### config.mk
export PLATFORM = sky130hd
export DESIGN_NAME = thermal_irq_unit
export DESIGN_NICKNAME = d
export VERILOG_FILES = /design/src/rtl/thermal_irq_pkg.sv /design/src/rtl/thermal_chan_fsm.sv /design/src/rtl/thermal_status_reg.sv /design/src/rtl/thermal_irq_unit.sv
export SDC_FILE = /design/constraint.sdc
export NUM_CORES = 1
export LEC_CHECK = 0
export ABC_AREA = 1
export BUFFER_PORTS_ARGS = -buffer_cell sky130_fd_sc_hd__buf_2
export CAP_MARGIN = 20
export CORE_MARGIN = 4
export CORE_UTILIZATION = 52
export DETAILED_ROUTE_END_ITERATION = 12
export PLACE_DENSITY_LB_ADDON = 0.15
export SLEW_MARGIN = 20
export SYNTH_ARGS = -nofsm -noshare
export SYNTH_HDL_FRONTEND = slang
export SYNTH_SLANG_ARGS = --single-unit
### constraint.sdc
create_clock -name clk -period 1.56 [get_ports clk]
set_clock_uncertainty 0.1 [all_clocks]
set_input_delay 0.312 -clock clk [delete_from_list [all_inputs] [get_ports clk]]
set_output_delay 0.312 -clock clk [all_outputs]
set_load 0.1 [all_outputs]
### src/rtl/thermal_irq_pkg.sv
package thermal_irq_pkg;
    typedef enum logic {
        CH_NORMAL = 1'b0,
        CH_HOT    = 1'b1
    } ch_state_t;

    localparam int OFF_IEN    = 'h44;
    localparam int OFF_STATUS = 'h48;
    localparam int OFF_ALARM  = 'h50;
    localparam int OFF_SHUT   = 'h60;
    localparam int HI_LSB     = 16;
    localparam int SHUT_GRP   = 4;
    localparam int DATA_GRP   = 8;
endpackage

### src/rtl/thermal_chan_fsm.sv
module thermal_chan_fsm
    import thermal_irq_pkg::*;
#(
    parameter int CODE_W = 12
) (
    input  logic              clk,
    input  logic              rst_n,
    input  logic              valid,
    input  logic [CODE_W-1:0] code,
    input  logic [CODE_W-1:0] hot_code,
    input  logic [CODE_W-1:0] rel_code,
    input  logic [CODE_W-1:0] shut_code,
    output logic              alarm_evt,
    output logic              shut_evt,
    output logic              data_evt
);
    ch_state_t state_q, state_d;

    // state register
    always_ff @(posedge clk or negedge rst_n) begin
        if (!rst_n) state_q <= CH_NORMAL;
        else        state_q <= state_d;
    end

    // next state and event outputs
    always_comb begin
        state_d   = state_q;
        alarm_evt = 1'b0;
        shut_evt  = valid && (code <= shut_code);
        data_evt  = valid;
        unique case (state_q)
            CH_NORMAL: begin
                if (valid && (code <= hot_code)) begin
                    alarm_evt = 1'b1;
                    state_d   = CH_HOT;
                end
            end
            CH_HOT: begin
                if (valid && (code > rel_code)) state_d = CH_NORMAL;
            end
            default: state_d = CH_NORMAL;
        endcase
    end

    p_arm_enters_hot_r2: assert property (@(posedge clk) disable iff (!rst_n)
        alarm_evt |=> (state_q == CH_HOT));

    p_release_r3: assert property (@(posedge clk) disable iff (!rst_n)
        (state_q == CH_HOT && valid && code > rel_code) |=> (state_q == CH_NORMAL));

    p_hold_hot_r3: assert property (@(posedge clk) disable iff (!rst_n)
        (state_q == CH_HOT && !(valid && code > rel_code)) |=> (state_q == CH_HOT));
endmodule

### src/rtl/thermal_status_reg.sv
module thermal_status_reg #(
    parameter int NF = 9
) (
    input  logic          clk,
    input  logic          rst_n,
    input  logic [NF-1:0] set_v,
    input  logic [NF-1:0] clr_v,
    output logic [NF-1:0] stat_q
);
    always_ff @(posedge clk or negedge rst_n) begin
        if (!rst_n) stat_q <= '0;
        else        stat_q <= (stat_q & ~clr_v) | set_v;
    end

    p_set_wins_r7: assert property (@(posedge clk) disable iff (!rst_n)
        (set_v != '0) |=> ((stat_q & $past(set_v)) == $past(set_v)));

    p_clear_r6: assert property (@(posedge clk) disable iff (!rst_n)
        (clr_v != '0) |=> ((stat_q & $past(clr_v & ~set_v)) == '0));
endmodule

### src/rtl/thermal_irq_unit.sv
module thermal_irq_unit
    import thermal_irq_pkg::*;
#(
    parameter int NCH    = 3,
    parameter int CODE_W = 12,
    parameter int ADDR_W = 8
) (
    input  logic                  clk,
    input  logic                  rst_n,
    input  logic [NCH-1:0]        smp_valid,
    input  logic [NCH*CODE_W-1:0] smp_code,
    input  logic                  wr_en,
    input  logic [ADDR_W-1:0]     wr_addr,
    input  logic [31:0]           wr_data,
    input  logic [ADDR_W-1:0]     rd_addr,
    output logic [31:0]           rd_data,
    output logic                  irq
);
    localparam int NF = 3 * NCH;

    logic [NCH-1:0][CODE_W-1:0] hot_q, rel_q, shut_q;
    logic [NF-1:0] en_q, stat_q, set_v, clr_v;
    logic [NCH-1:0] a_evt, s_evt, d_evt;

    function automatic logic [31:0] pack_w(input logic [NF-1:0] v);
        logic [31:0] w;
        w = '0;
        for (int i = 0; i < NCH; i++) begin
            w[i]            = v[i];
            w[SHUT_GRP + i] = v[NCH + i];
            w[DATA_GRP + i] = v[2*NCH + i];
        end
        return w;
    endfunction

    function automatic logic [NF-1:0] unpack_w(input logic [31:0] w);
        logic [NF-1:0] v;
        for (int i = 0; i < NCH; i++) begin
            v[i]         = w[i];
            v[NCH + i]   = w[SHUT_GRP + i];
            v[2*NCH + i] = w[DATA_GRP + i];
        end
        return v;
    endfunction

    for (genvar c = 0; c < NCH; c++) begin : g_ch
        localparam logic [ADDR_W-1:0] A_ADDR = ADDR_W'(OFF_ALARM + 4*c);
        localparam logic [ADDR_W-1:0] S_ADDR = ADDR_W'(OFF_SHUT + 4*c);
        logic [CODE_W-1:0] code_c;
        assign code_c = smp_code[c*CODE_W +: CODE_W];

        always_ff @(posedge clk or negedge rst_n) begin
            if (!rst_n) begin
                hot_q[c]  <= '0;
                rel_q[c]  <= '0;
                shut_q[c] <= '0;
            end else if (wr_en) begin
                if (wr_addr == A_ADDR) begin
                    hot_q[c] <= wr_data[HI_LSB +: CODE_W];
                    rel_q[c] <= wr_data[CODE_W-1:0];
                end
                if (wr_addr == S_ADDR) shut_q[c] <= wr_data[HI_LSB +: CODE_W];
            end
        end

        thermal_chan_fsm #(.CODE_W(CODE_W)) u_fsm (
            .clk       (clk),
            .rst_n     (rst_n),
            .valid     (smp_valid[c]),
            .code      (code_c),
            .hot_code  (hot_q[c]),
            .rel_code  (rel_q[c]),
            .shut_code (shut_q[c]),
            .alarm_evt (a_evt[c]),
            .shut_evt  (s_evt[c]),
            .data_evt  (d_evt[c])
        );

        p_shut_flag_r4: assert property (@(posedge clk) disable iff (!rst_n)
            (smp_valid[c] && code_c <= shut_q[c]) |=> stat_q[NCH + c]);

        p_data_flag_r5: assert property (@(posedge clk) disable iff (!rst_n)
            smp_valid[c] |=> stat_q[2*NCH + c]);
    end

    always_ff @(posedge clk or negedge rst_n) begin
        if (!rst_n)                                         en_q <= '0;
        else if (wr_en && wr_addr == ADDR_W'(OFF_IEN))      en_q <= unpack_w(wr_data);
    end

    assign set_v = {d_evt, s_evt, a_evt};
    assign clr_v = (wr_en && wr_addr == ADDR_W'(OFF_STATUS)) ? unpack_w(wr_data) : '0;

    thermal_status_reg #(.NF(NF)) u_stat (
        .clk    (clk),
        .rst_n  (rst_n),
        .set_v  (set_v),
        .clr_v  (clr_v),
        .stat_q (stat_q)
    );

    assign irq = |(stat_q & en_q);

    always_comb begin
        rd_data = '0;
        if (rd_addr == ADDR_W'(OFF_IEN))    rd_data = pack_w(en_q);
        if (rd_addr == ADDR_W'(OFF_STATUS)) rd_data = pack_w(stat_q);
        for (int i = 0; i < NCH; i++) begin
            if (rd_addr == ADDR_W'(OFF_ALARM + 4*i)) begin
                rd_data[HI_LSB +: CODE_W] = hot_q[i];
                rd_data[CODE_W-1:0]       = rel_q[i];
            end
            if (rd_addr == ADDR_W'(OFF_SHUT + 4*i))
                rd_data[HI_LSB +: CODE_W] = shut_q[i];
        end
    end

    logic unused_bits;
    assign unused_bits = ^wr_data;

    p_irq_rises_r8: assert property (@(posedge clk) disable iff (!rst_n)
        (wr_en && wr_addr == ADDR_W'(OFF_IEN) && ((unpack_w(wr_data) & (stat_q | set_v)) != '0))
        |=> irq);
endmodule

==> metrics.md, run 1 <==
| Metric | Value |
|---|---|
| Total die area | `between 15000 and 20000 um2` |
| Number of vias in the routed layout | `9294` |
| Floorplan Core Area | `16640 um2` |
| Total of max-cap violations | `0` |
| Mapped Avg Cell Area | `7.245 um2` |
| Maximum clock insertion buffer count | `2` |
| Setup-failing EPs final | `33` |
| List of most frequent post-synthesis cells | `395 x nand2_1, 201 x inv_1, 129 x dfrtp_1, 115 x o21ai_0, 108 x ha_1` |
| PnR worst setup slack | `-0.5444 ns` |
| Worst-Skew Late Latency | `0.42 ns` |
| Synth Cell Area | `8875 um2` |
| Post-Synthesis Cells | `1225` |
| Seq/Total Area, Yosys | `36.37%` |
| Relative area change from synthesis to final layout | `46.72%` |
| Maximum clock frequency | `475.2 MHz` |
| Post-synth ARST share | `100.0%` |
| Ys flop type | `dfrtp_1` |
| Hold violation count in the final report | `0` |
| Leakage | `0.006563 uW` |
| Design Power | `10060 uW` |
| Minimum hold slack | `0.02487 ns` |
| Antenna violations before repair | `0` |
| Syn. warnings | `0` |
| Antenna viol nets, final | `0` |
| Die height | `around 140 um` |
| Number of top-level pins | `123` |
| Clk sinks | `roughly 130` |
| Maximum number of pins on one net before global-route repair | `56` |
| Remaining Overflow, GRT | `0` |
| Most frequent cell after synthesis | `nand2_1` |
| Worst path required time | `roughly 1.2 ns` |
| Total Routed Length | `slightly above 30000 um` |
| VDD IR max | `~0.0008 V` |
| Count of state elements after synthesis | `roughly 130` |
| Max-slew violation total from the final report | `0` |
| Combined global-route utilization of all metal layers | `29.88%` |
| First-pass iteration count of the detailed router | `6` |
| Highest net fanout along the worst path | `6` |
| TritonCTS clock tree | `built` |
| Detailed placement HPWL | `21370 um` |
| Worst setup path category | `input port to output pin` |
| Endpoint kind of the worst setup timing path | `output pin` |
| Routability cong. | `between 0.9 and 1` |
| Number of DRC markers in iteration 0 | `1033` |
| Crit path time final | `2.104 ns` |
| Ratio of total power to cell area | `772.5 nW/um2` |
| Number of enable flip-flop cells after synthesis | `0` |
| Number of nets in the layout | `1662` |
| Post-route cell area | `approximately 13000 um2` |
| CTS root buf | `clkbuf_16` |
| Clk slew on worst S/H paths | `0.06 ns` |
| Final critical-path share of the clock period | `134.9%` |
| Post-DR wirelength/cell | `18.00 um` |
| Global-route wire length before repair | `45960 um` |
| Critical Path AT | `1.69 ns` |
| Maximum level of the CTS H-tree | `4` |
| Yosys top cell by area | `dfrtp_1` |
| Outcome | `complete, but fails checks` |
| Chip Width | `between 100 and 150 um` |
| Type of the tightest min-delay check | `input port to flip-flop` |
| Starting density of the core | `53.33%` |
| DRC | `0` |
| Setup repair after global routing missed its margin | `true` |
| Fraction of post-synthesis cell area in the top cell type by area | `36.37%` |
| Placement row count | `47` |
| Number of buffers inserted by port buffering | `106` |
| Top post-synthesis cells by area | `dfrtp_1 36%, nand2_1 17%, ha_1 15%` |
| Violated checks | `setup timing` |
| Fraction of final layout cells sized beyond drive strength 1 | `32.97%` |
| Number of different library cells in the post-synthesis netlist | `29` |
| Launching element type of the critical path | `input port` |
| Post-detailed-route via-to-cell ratio | `approximately 5.5` |
| Num CTS Buffers | `17` |
| Antenna fix cells | `0` |
| Placed Area | `11210 um2` |
| Number of global-route vias before repair | `8858` |
-- layout make-up --
| class | count | area [um2] |
|---|---|---|
| fillers | 1132 | 3621 |
| clock inverters | 14 | 212.7 |
| flip-flops and latches | 129 | 3232 |
| well taps | 220 | 275.3 |
| repair buffers | 253 | 2371 |
| inverters | 203 | 792.0 |
| multi-input cells | 860 | 5709 |
| clock buffers | 18 | 429.2 |
-- registers in the layout, indices dropped and copies added (netlist names) --
name                flops
en_q                    9
g_ch.u_fsm.state_q      3
hot_q                  36
rel_q                  36
shut_q                 36
u_stat.stat_q           9
-- report_power, final --
part / internal [uW] / switching (uW) / total [uW] / leakage [uW]
Combinational: 846 / 1190 / 2030 / 0.00453
Sequential: 3510 / 135 / 3640 / 0.00173
Clock: 2830 / 1550 / 4380 / 0.000302
Total: 7180 / 2870 / 10100 / 0.00656
-- layout by cell type, fill, tap and decap left out, types with 4 or more instances in the layout --
| cell | n |
|---|---|
| nor2_4 | 10 |
| conb_1 | 8 |
| nand2_2 | 37 |
| clkinv_2 | 4 |
| o21ai_1 | 11 |
| nand2_4 | 22 |
| nor2_2 | 28 |
| inv_1 | 179 |
| dfrtp_1 | 126 |
| clkbuf_16 | 20 |
| nand2_1 | 338 |
| buf_6 | 21 |
| nor2_1 | 41 |
| bufinv_16 | 5 |
| inv_2 | 18 |
| a21o_1 | 9 |
| nand3_2 | 22 |
| o21ai_0 | 115 |
| ha_4 | 27 |
| nand3_4 | 7 |
| nand4_1 | 25 |
| and2_4 | 8 |
| nand3_1 | 30 |
| ha_1 | 81 |
| clkinvlp_4 | 4 |
| buf_12 | 39 |
| buf_4 | 111 |
| a21oi_1 | 25 |
| buf_2 | 76 |
-- metal layers --
| layer | vias to the layer above | global-route usage [%] | share of wire [%] |
|---|---|---|---|
| li1 | 4347 | - | - |
| met1 | 4414 | 40.44 | 41 |
| met2 | 450 | 48.46 | 48 |
| met3 | 83 | 5.241 | 8.2 |
| met4 | 0 | 10.92 | 3.4 |
| met5 | - | 0 | 0 |
-- repair_timing --
| action | CTS | global route |
|---|---|---|
| cloned | 3 | 3 |
| endpoints found under the hold margin | 129 | 0 |
| gates resized for setup | 100 | 120 |
| setup buffers | 11 | 7 |
| pin swaps | 47 | 62 |
| hold buffers | 1 | 0 |
| setup endpoints to repair | 34 | 34 |
-- kinds of logic after synthesis --
kind of cell	share of synthesized area [%]
flip-flops	36.37
other	0.04225
AND/OR/NAND/NOR	26.98
adder cells (fa/ha/maj)	15.23
AO/OA/AOI/OAI	9.883
buffers and inverters	11.49
-- path summary, 6_finish.rpt --
path	start	endpoint	cells past startpoint	slack, ns
max	rd_addr[1]	rd_data[24]	10	-0.54
min	smp_valid[0]	u_stat.stat_q[3]	3	0.02
max reg2reg	hot_q[35]	u_stat.stat_q[2]	11	-0.18
min reg2reg	hot_q[18]	hot_q[18]	2	0.39
max in group asynchronous	rst_n	hot_q[8]	3	0.51
min in group asynchronous	rst_n	shut_q[30]	2	0.17
-- critical path, stage by stage --
cell	delay, ns
buf_6	0.09
nor2_4	0.14
buf_6	0.12
nand3_4	0.10
nor3_4	0.19
buf_6	0.16
clkbuf_16	0.17
nand2_2	0.05
nand4_1	0.15
buf_12	0.20
-- metrics by stage --
step	setup slack, ns	instances	TNS [ns]	utilization [%]
2_1_floorplan	-0.6823	1232	-12.89	-
3_3_place_gp	-0.5044	1645	-13.37	67.36
3_5_place_dp	-0.5146	1645	-15.96	67.36
4_1_cts	-0.4788	1692	-11.67	74.39
5_1_grt	-0.5822	1697	-14.71	78.24
6_report	-0.5444	1697	-12.97	78.24
No activity file was read; power rests on OpenSTA's default activity.
==> inputs of run 2 (changes only) <==
--- a/config.mk
+++ b/config.mk
@@ -6,11 +6,11 @@
 export NUM_CORES = 1
 export LEC_CHECK = 0
 export ABC_AREA = 1
-export BUFFER_PORTS_ARGS = -buffer_cell sky130_fd_sc_hd__buf_2
 export CAP_MARGIN = 20
 export CORE_MARGIN = 4
 export CORE_UTILIZATION = 52
 export DETAILED_ROUTE_END_ITERATION = 12
+export DONT_BUFFER_PORTS = 1
 export PLACE_DENSITY_LB_ADDON = 0.15
 export SLEW_MARGIN = 20
 export SYNTH_ARGS = -nofsm -noshare
==> metrics.md, run 2 (synthesized netlist as in run 1, its figures left out) <==
| Metric | Value |
|---|---|
| Chip Width | `138.6 um` |
| NetSw | `2669 uW` |
| Number of buffers inserted by port buffering | `0` |
| Start point of the critical path | `hot_q[11]` |
| Post-DR wirelength/cell | `19.06 um` |
| Number of global-route vias before repair | `8332` |
| Violated checks | `hold timing, setup timing` |
| Combinational group share of total power | `17.8%` |
| Commonest cells after routing, fill and taps aside | `329 x nand2_1, 171 x inv_1, 126 x dfrtp_1` |
| Placed Area | `10390 um2` |
| Setup repair after global routing missed its margin | `true` |
| Worst path required time | `1.15 ns` |
| CP Depth | `6` |
| Starting density of the core | `53.33%` |
| Maximum clock insertion buffer count | `2` |
| Design Power | `9800 uW` |
| Type of the tightest min-delay check | `input port to async pin` |
| Grt met1 use | `39.65%` |
| Post-route cell area | `12600 um2` |
| Clk slew on worst S/H paths | `0.06 ns` |
| Maximum level of the CTS H-tree | `4` |
| Leakage | `between 0.005 and 0.006 uW` |
| VDD IR max | `around 0.00079 V` |
| Cts-stage hold buffer count | `4` |
| Final cell count without fillers | `1600` |
| Most frequent standard cell in the layout excluding fill and tap cells | `nand2_1` |
| Launching element type of the critical path | `flip-flop` |
| Max stage delay on crit path | `0.40 ns` |
| Number of DRC markers in iteration 0 | `876` |
| Buffers & Inverters on Critical Path | `2` |
| Internal cell power | `7131 uW` |
| DRC | `0` |
| PnR worst setup slack | `-0.4449 ns` |
| Worst R2R Path Depth | `11` |
| Crit path time final | `2.005 ns` |
| Endpoint kind of the worst setup timing path | `output pin` |
| Final critical-path share of the clock period | `128.5%` |
| Floorplan Core Area | `16640 um2` |
| Post-placement cell count | `1515` |
| GR met3 Demand/Resource | `7.069%` |
| Number of vias in the routed layout | `8875` |
| Critical Path AT | `around 1.6 ns` |
| Num CTS Buffers | `17` |
| Highest net fanout along the worst path | `2` |
| Cell family with most CP delay | `flip-flops` |
| Number of nets in the layout | `1566` |
| Registers with the highest flip-flop counts | `hot_q x36, rel_q x36, shut_q x36` |
| Total die area | `about 19000 um2` |
| Met2 usage | `46.27%` |
| Number of top-level pins | `approximately 120` |
| Routability cong. | `0.9268` |
| First-pass iteration count of the detailed router | `6` |
| Placement row count | `47` |
| Cell type of the slowest stage on the worst timing path | `dfrtp_1` |
| Die height | `138.6 um` |
| Max-slew violation total from the final report | `0` |
| Antenna violations before repair | `1` |
| Global-route wire length before repair | `around 44000 um` |
| Clock share of power | `a little under half` |
| Setup-failing EPs final | `33` |
| Net switching fraction of the power | `between 20% and 30%` |
| Combined global-route utilization of all metal layers | `just under 30%` |
| Post-detailed-route via-to-cell ratio | `5.547` |
| Endpoint of the most critical setup path | `rd_data[27]` |
| Remaining Overflow, GRT | `0` |
| Minimum hold slack | `-0.5241 ns` |
| Launching point of the worst reg2reg path | `hot_q[23]` |
| Worst setup path category | `flip-flop to output pin` |
| Worst path cell trace | `buf_6 -> nand3_2 -> nand2_2 -> nor2_2 -> nand4_1 -> buf_12` |
| Clk sinks | `129` |
| Total Routed Length | `30500 um` |
| Ratio of total power to cell area | `approximately 780 nW/um2` |
| Hold violation count in the final report | `around 130` |
| Setup slack, reg-to-reg | `-0.14 ns` |
| FF-to-FF End | `g_ch[1].u_fsm.state_q` |
| Total of max-cap violations | `0` |
| Worst setup slack before clock tree synthesis | `-0.4277 ns` |
| TritonCTS clock tree | `built` |
| Maximum number of pins on one net before global-route repair | `130` |
| Worst-Skew Late Latency | `0.42 ns` |
| Fraction of final layout cells sized beyond drive strength 1 | `a little under 30%` |
| Total negative setup slack | `-10.45 ns` |
| Relative area change from synthesis to final layout | `42.00%` |
| Maximum clock frequency | `498.8 MHz` |
| Global routing's busiest layer | `met2` |
| CTS root buf | `clkbuf_16` |
| Antenna viol nets, final | `0` |
| Antenna fix cells | `0` |
| Part of the power in registers | `37.2%` |
| Outcome | `complete, but fails checks` |
| Detailed placement HPWL | `20570 um` |
## run 2: cell count changes in the layout (fill, tap and decap cells not counted), moves of 8 or more
cell | previous run | this run
nand2_1 | 338 | 329
nand2_4 | 22 | 14
nand3_1 | 30 | 21
buf_4 | 111 | 79
nand2_2 | 37 | 54
nand3_2 | 22 | 30
buf_2 | 76 | 0
buf_6 | 21 | 31
inv_1 | 179 | 171
## run 2: worst min path at each step
stage               start         end  slack (ns)  cells after the start
global route        rst_n  shut_q[28]       -0.54                      0
finish              rst_n  shut_q[28]       -0.52                      0
detailed placement  rst_n  shut_q[28]       -0.08                      0
floorplan           rst_n     en_q[0]       -0.08                      0
global placement    rst_n   hot_q[30]       -0.08                      0
CTS                 rst_n  shut_q[28]       -0.53                      0
## run 2: final cells by class
type                            instances  area [um2]
Fill cell                            1161        4040
Tap cell                              220       275.3
Sequential cell                       129        3232
Clock buffer                           18       439.2
Timing Repair inverter                  1       8.758
Multi-Input combinational cell        861        5797
Clock inverter                         13       211.5
Timing Repair Buffer                  155        1831
Inverter                              203       808.3
## run 2: worst register-to-register path: stages (launching register included)
cell	delay (ns)
dfrtp_1	0.37
inv_2	0.05
buf_4	0.13
ha_4	0.27
nand2_4	0.06
nor2_4	0.10
and2_4	0.15
nand2_1	0.04
nand3_1	0.07
nand2_1	0.08
nand2_2	0.07
nand2_1	0.06
## run 2: per-stage QoR
step | utilization, % | hold WS [ns]
floorplan | - | -0.08359
finish | 75.72 | -0.5241
global route | 75.72 | -0.5422
CTS | 71.03 | -0.5340
detailed placement | 62.41 | -0.08150
global placement | 62.41 | -0.08096
## run 2: power groups by stage
stage	Sequential [uW]	Clock [uW]	Combinational, uW
final	3640	4420	1740
after global routing	3660	4590	1930
after CTS	3630	4410	1460
after detailed placement	3680	0	1330
after global placement	3680	0	1280
after floorplan	3650	0	949
## run 2: metal layers
metal	share of wire, %	wire length, um	up-vias
met5	0.066	20	-
met4	4.0	1232	2
met3	8.1	2481	84
met2	46	14120	386
met1	41	12640	4243
li1	-	-	4160
## run 2: repair_timing
action | 4_1_cts | 5_1_grt
hold endpoints to repair | 136 | 129
endpoints found under the setup margin | 34 | 34
resized for setup | 107 | 148
setup buffers | 31 | 18
pin swaps | 66 | 72
gates cloned | 7 | 3
